`src/rtl/alu8_pkg.sv`:
```
// Package: operation codes and status bit positions shared by the ALU and its bench.
package alu8_pkg;
    localparam int DATA_W = 8;

    typedef enum logic [3:0] {
        OP_ADD  = 4'd0,
        OP_SUB  = 4'd1,
        OP_OR   = 4'd2,
        OP_AND  = 4'd3,
        OP_XOR  = 4'd4,
        OP_CMPA = 4'd5,
        OP_CMPX = 4'd6,
        OP_BIT  = 4'd7,
        OP_SHL  = 4'd8,
        OP_SHR  = 4'd9,
        OP_ROTL = 4'd10,
        OP_ROTR = 4'd11
    } alu_op_e;

    localparam int ST_C = 0;
    localparam int ST_Z = 1;
    localparam int ST_I = 2;
    localparam int ST_D = 3;
    localparam int ST_B = 4;
    localparam int ST_U = 5;
    localparam int ST_V = 6;
    localparam int ST_N = 7;
endpackage

```
`src/rtl/alu8_adder.sv`:
```
// Adder with optional packed-BCD correction on one byte.
// Assumes DW >= 8; the decimal correction touches the low byte only.
module alu8_adder #(
    parameter int DW = 8
) (
    input  logic [DW-1:0] a_i,
    input  logic [DW-1:0] b_i,
    input  logic          cin_i,
    input  logic          dec_i,
    output logic [DW-1:0] sum_o,
    output logic          cout_o,
    output logic          ovf_o
);
    localparam logic [DW:0]   DEC_LIM = (DW+1)'(9'h099);
    localparam logic [DW-1:0] LO_FIX  = DW'(8'h06);
    localparam logic [DW-1:0] HI_FIX  = DW'(8'h60);

    logic [DW:0]   raw;
    logic [DW-1:0] adj;
    logic          dec_carry;

    // Raw binary sum and the decimal correction amount.
    always_comb begin
        raw       = {1'b0, a_i} + {1'b0, b_i} + {{DW{1'b0}}, cin_i};
        dec_carry = (raw > DEC_LIM);
        adj       = '0;
        if (raw[3:0] > 4'd9) adj = adj + LO_FIX;
        if (dec_carry)       adj = adj + HI_FIX;
    end

    // Select binary or corrected outputs.
    always_comb begin
        if (dec_i) begin
            sum_o  = raw[DW-1:0] + adj;
            cout_o = dec_carry;
            ovf_o  = 1'b0;
        end else begin
            sum_o  = raw[DW-1:0];
            cout_o = raw[DW];
            ovf_o  = (a_i[DW-1] == b_i[DW-1]) && (raw[DW-1] != a_i[DW-1]);
        end
    end
endmodule

```
`src/rtl/alu8_shift.sv`:
```
// One-position shifter/rotator; kind_i: 0 left, 1 right, 2 rotate left, 3 rotate right.
// Assumes the caller feeds the current carry on cin_i.
module alu8_shift #(
    parameter int DW = 8
) (
    input  logic [DW-1:0] val_i,
    input  logic [1:0]    kind_i,
    input  logic          cin_i,
    output logic [DW-1:0] val_o,
    output logic          cout_o
);
    logic fill;

    // Bit entering the vacated end: old carry for rotates, zero for shifts.
    always_comb fill = kind_i[1] & cin_i;

    // Direction select.
    always_comb begin
        if (kind_i[0]) begin
            val_o  = {fill, val_i[DW-1:1]};
            cout_o = val_i[0];
        end else begin
            val_o  = {val_i[DW-2:0], fill};
            cout_o = val_i[DW-1];
        end
    end
endmodule

```
`src/rtl/alu8_unit.sv`:
```
// 8-bit ALU: add/subtract (binary or BCD), logic, compare, bit test and shifts,
// with combinational outputs and a strobe-loaded registered copy.
// Assumes operands are already fetched; status layout from alu8_pkg.
module alu8_unit
    import alu8_pkg::*;
#(
    parameter int DW = DATA_W
) (
    input  logic          clk,
    input  logic          rst_n,
    input  logic          in_vld,
    input  logic [3:0]    op_i,
    input  logic [DW-1:0] acc_i,
    input  logic [DW-1:0] idx_i,
    input  logic [DW-1:0] opnd_i,
    input  logic [DW-1:0] stat_i,
    output logic [DW-1:0] res_c,
    output logic [DW-1:0] stat_c,
    output logic [DW-1:0] res_q,
    output logic [DW-1:0] stat_q,
    output logic          out_vld
);
    logic          is_sub;
    logic [DW-1:0] add_b;
    logic          add_cin;
    logic [DW-1:0] add_sum;
    logic          add_cout, add_ovf;
    logic [DW-1:0] cmp_reg, cmp_diff;
    logic          cmp_ge, cmp_ovf_unused;
    logic [DW-1:0] sh_val;
    logic          sh_cout;
    logic [DW-1:0] res_n;
    logic [DW-1:0] st_n;
    logic          zn_upd;

    // Adder operand steering: subtract inverts operand and forces carry-in.
    always_comb begin
        is_sub  = (op_i == OP_SUB);
        add_b   = is_sub ? ~opnd_i : opnd_i;
        add_cin = is_sub ? 1'b1 : stat_i[ST_C];
    end

    alu8_adder #(.DW(DW)) add_i (
        .a_i   (acc_i),
        .b_i   (add_b),
        .cin_i (add_cin),
        .dec_i (stat_i[ST_D]),
        .sum_o (add_sum),
        .cout_o(add_cout),
        .ovf_o (add_ovf)
    );

    // Compare register select.
    always_comb cmp_reg = (op_i == OP_CMPX) ? idx_i : acc_i;

    alu8_adder #(.DW(DW)) cmp_i (
        .a_i   (cmp_reg),
        .b_i   (~opnd_i),
        .cin_i (1'b1),
        .dec_i (1'b0),
        .sum_o (cmp_diff),
        .cout_o(cmp_ge),
        .ovf_o (cmp_ovf_unused)
    );

    alu8_shift #(.DW(DW)) sh_i (
        .val_i (opnd_i),
        .kind_i(op_i[1:0]),
        .cin_i (stat_i[ST_C]),
        .val_o (sh_val),
        .cout_o(sh_cout)
    );

    // Result and flag selection per operation.
    always_comb begin
        res_n  = opnd_i;
        st_n   = stat_i;
        zn_upd = 1'b1;
        case (op_i)
            OP_ADD: begin
                res_n       = add_sum;
                st_n[ST_C]  = add_cout;
                st_n[ST_V]  = add_ovf;
            end
            OP_SUB: begin
                res_n       = add_sum - DW'(!stat_i[ST_C]);
                st_n[ST_C]  = add_cout;
                st_n[ST_V]  = add_ovf;
            end
            OP_OR:  res_n = acc_i | opnd_i;
            OP_AND: res_n = acc_i & opnd_i;
            OP_XOR: res_n = acc_i ^ opnd_i;
            OP_CMPA, OP_CMPX: begin
                res_n       = cmp_reg;
                zn_upd      = 1'b0;
                st_n[ST_C]  = cmp_ge;
                st_n[ST_Z]  = (cmp_diff == '0);
                st_n[ST_N]  = cmp_diff[DW-1];
            end
            OP_BIT: begin
                res_n       = acc_i;
                zn_upd      = 1'b0;
                st_n[ST_Z]  = ((acc_i & opnd_i) == '0);
                st_n[ST_N]  = opnd_i[DW-1];
                st_n[ST_V]  = opnd_i[DW-2];
            end
            OP_SHL, OP_SHR, OP_ROTL, OP_ROTR: begin
                res_n       = sh_val;
                st_n[ST_C]  = sh_cout;
            end
            default: zn_upd = 1'b0;
        endcase
        if (zn_upd) begin
            st_n[ST_Z] = (res_n == '0);
            st_n[ST_N] = res_n[DW-1];
        end
    end

    always_comb begin
        res_c  = res_n;
        stat_c = st_n;
    end

    // Registered copy loaded on the input strobe.
    always_ff @(posedge clk) begin
        if (!rst_n) begin
            res_q   <= '0;
            stat_q  <= '0;
            out_vld <= 1'b0;
        end else begin
            out_vld <= in_vld;
            if (in_vld) begin
                res_q  <= res_c;
                stat_q <= stat_c;
            end
        end
    end
endmodule


```
`config.mk`:
```
export PLATFORM = sky130hd
export DESIGN_NAME = alu8_unit
export DESIGN_NICKNAME = d
export VERILOG_FILES = /design/src/rtl/alu8_pkg.sv /design/src/rtl/alu8_adder.sv /design/src/rtl/alu8_shift.sv /design/src/rtl/alu8_unit.sv
export SDC_FILE = /design/constraint.sdc
export NUM_CORES = 1
export LEC_CHECK = 0
export BUFFER_PORTS_ARGS = -buffer_cell sky130_fd_sc_hd__buf_2
export CORE_MARGIN = 2
export CORE_UTILIZATION = 60
export DETAILED_ROUTE_END_ITERATION = 16
export PLACE_DENSITY = 0.87
export SLEW_MARGIN = 20
export SYNTH_ARGS = -nofsm -noshare
export SYNTH_HDL_FRONTEND = slang
export SYNTH_SLANG_ARGS = --single-unit
```
`constraint.sdc`:
```
create_clock -name clk -period 16.5 [get_ports clk]
set_clock_uncertainty 0.2 [all_clocks]
set_input_delay 3.3 -clock clk [delete_from_list [all_inputs] [get_ports clk]]
set_output_delay 3.3 -clock clk [all_outputs]
set_load 0.01 [all_outputs]
```
==> metrics.yaml <==
yosys:
  synth_area_leaders: "ha_1 (13%), dfxtp_1 (10%), mux2i_1 (5.9%)"
  yosysMostFrequentCell: "nor2_1"
  syn-cell-area_sq_um: 3400
  synth_edf_count: 0
  synth_top_area_frac: 0.132
  synth_cell_types: 80
  async_reset_ff_frac: 0
  synth_nets: 536
  synth_area_per_cell_sq_um: 7.43
  post_synth_inst_count: 458
  synthTopCellsByCount: "nor2_1 (40), ha_1 (36), nand2_1 (34), inv_1 (31), o21ai_0 (26)"
  synth_ff_type: "dfxtp_1"
  yosys_warnings: 0
  yosys_register_bits: 17
  seq_area_frac_synth: 0.100
  synth_top_area_cell: "ha_1"
global_routing:
  gr-usage-met1: 0.409
  grtUsageMet2: 0.548
  grt_pass1_vias: 3570
  antenna_found_initial: 0
  grt_use_met3: 0.0477
  busiest_layer: "met2"
  track_usage: 0.326
  grt_pass1_wl_um: 16600
  grt_max_degree: 38
  grt_overflow: 0
clocking:
  clock-root-buffer: "clkbuf_8"
  postCtsSetupRepairBufs: 0
  clk_pin_slew_ns: 0.07
  cts_buffer_depth: 2
  hold_buffers: 0
  clock_latency_ns: 0.25
  cts_resized: 0
  clock-sinks: 17
  ctsHtreeMaxLevel: 1
  cts_inserted_buffers: 3
  cts_tree: "done"
timing:
  clock.fmax_mhz: 75.0
  period_share: 0.809
  tightest_slew_ns: 0.728
  setup_ws_ns: 3.16
  final.min_clock_period_ns: 13.34
  grt_setup_unrepaired: "no"
  maxSlewHeadroom: 0.513
  setup_violations: 0
  slew_violations: 0
  final.setup.tns_ns: 0
  hold_violations: 0
critical_path:
  required_ns: 13.00
  r2r-start: "stat_q[0]"
  cp_slowest_cell: "o41ai_1"
  start_kind: "input pin"
  critPathTopFamily: "simple AND/OR/NAND/NOR gates"
  path_cells: "buf_2 -> nor2b_1 -> and2_1 -> xnor2_1 -> fa_1 -> fa_1 -> a211oi_1 -> nor2_1 -> or4_4 -> o21a_1 -> and2_1 -> o21ai_0 -> ha_1 -> o21ai_1 -> o41ai_1 -> and3_1 -> nand3_1 -> nand4_2 -> mux2i_1 -> or4b_4 -> o21ai_1 -> buf_2"
  timing.rr.end: "stat_q[0]"
  cp_num_buf_inv: 2
  slowest_delay_ns: 0.60
  worst-path-max-fanout: 37
  worstSetupEndpointType: "output pin"
  critPathArrivalTime_ns: 9.84
  rrSetupSlack_ns: 15.48
  path_class: "input pin to output pin"
  r2r.worst_path.cells: 2
routing:
  via_count: 3887
  drc: 0
  drt_wl_total_um: 10300
  viasPerCell: 6.72
  drt_iter0_drc: 631
  wl_per_cell_um: 17.8
  dr.pass1.iters: 6
  drtAntennaViolNets: 0
floorplan:
  pin_count: 72
  die_w_um: 79.3
  start_util: 0.618
  coreArea_sq_um: 5510
  rows: 27
  die_area_sq_um: 6290
  die_h_um: 79.3
finish:
  drive_gt1_frac: 0.186
  syn_to_final_growth_pct: 9.92
  nets: 585
  n_antenna_cell: 0
  fill_cells: 461
  multi_input_area_sq_um: 2790
  finalInstanceArea_sq_um: 3740
  fin_cells: 578
  seq_area_sq_um: 340
outcome:
  outcome: "completed"
place:
  port_buffers: 71
  dp_slack_ns: 3.23
  dp_hpwl_um: 8090
  finalWeightedCongestion: 1.01
  placed_cells: 574
  postPlaceCellArea_sq_um: 3700
min_path:
  min_path_cells: 2
  holdCritStartpoint: "stat_q[4]"
  min_path_type: "flop to flop"
  hold_path_end: "stat_q[4]"
flow_run:
  drv_cap: 0
power:
  power_density_nw_per_um2: 64.7
  p_leak_nw: 1.68
  power_w: 0.000242
  ir_drop_mv: 0.0379
[metal layers]
| metal | vias up | wire [um] |
|---|---|---|
| met4 | 0 | 438 |
| met3 | 50 | 989 |
| li1 | 1796 | - |
| met1 | 1794 | 3970 |
| met5 | - | 0 |
| met2 | 247 | 4900 |
[stage by stage]
step / hold slack (ns) / util
after floorplan: 0.303 / -
after global placement: 0.267 / 0.671
after detailed placement: 0.279 / 0.671
after CTS: 0.296 / 0.680
after global routing: 0.335 / 0.680
final: 0.289 / 0.680
[layout by cell type, fill, tap and decap left out, types with 14 or more instances in the layout]
cell | Yosys | final
buf_2 | 5 | 71
nand3_1 | 15 | 15
nor2_1 | 40 | 40
dfxtp_1 | 17 | 17
ha_1 | 36 | 36
nand2_1 | 34 | 34
mux2i_1 | 20 | 20
o21ai_0 | 26 | 26
inv_1 | 31 | 31
a21oi_1 | 14 | 14
[flip-flops by register name (all words and copies together), names as in the netlist]
| register | cells |
|---|---|
| res_q | 8 |
| out_vld | 1 |
| stat_q | 8 |
[area by class of cell]
cell class,count,share of cell area
clock buffer,4,0.0120
inverter,32,0.0321
multi-input combinational,382,0.746
sequential,17,0.0909
tap,72,0.0241
timing repair buffer,71,0.0950
[cell families after synthesis]
logic type,Yosys count,share of synthesized area
adders and majority gates,40,0.153
and+or+nand+nor,161,0.252
xor gates and xnor gates,20,0.0537
muxes,22,0.0665
DFF,17,0.100
buffers and inverters,59,0.0801
AOI/OAI and AO/OA,139,0.294
[power breakdown]
part	switching [W]	internal [W]
Combinational	0.0000991	0.0000658
Clock	0.0000146	0.0000172
Sequential	0.00000150	0.0000442
Total	0.000115	0.000127
[worst register-to-register path, cell delays in order (launching register included)]
cell and delay (ns):
dfxtp_1 0.33, nor2_1 0.07, a211oi_1 0.31
[worst max path at each step]
stage          cells past startpoint  startpoint        end
2_1_floorplan                     22     op_i[3]  stat_c[1]
3_3_place_gp                      22     op_i[0]  stat_c[1]
3_5_place_dp                      22     op_i[0]  stat_c[1]
4_1_cts                           22     op_i[0]  stat_c[1]
5_1_grt                           22     op_i[0]  stat_c[1]
6_report                          22     op_i[0]  stat_c[1]
Note: power is estimated with default switching activity, not from simulation.
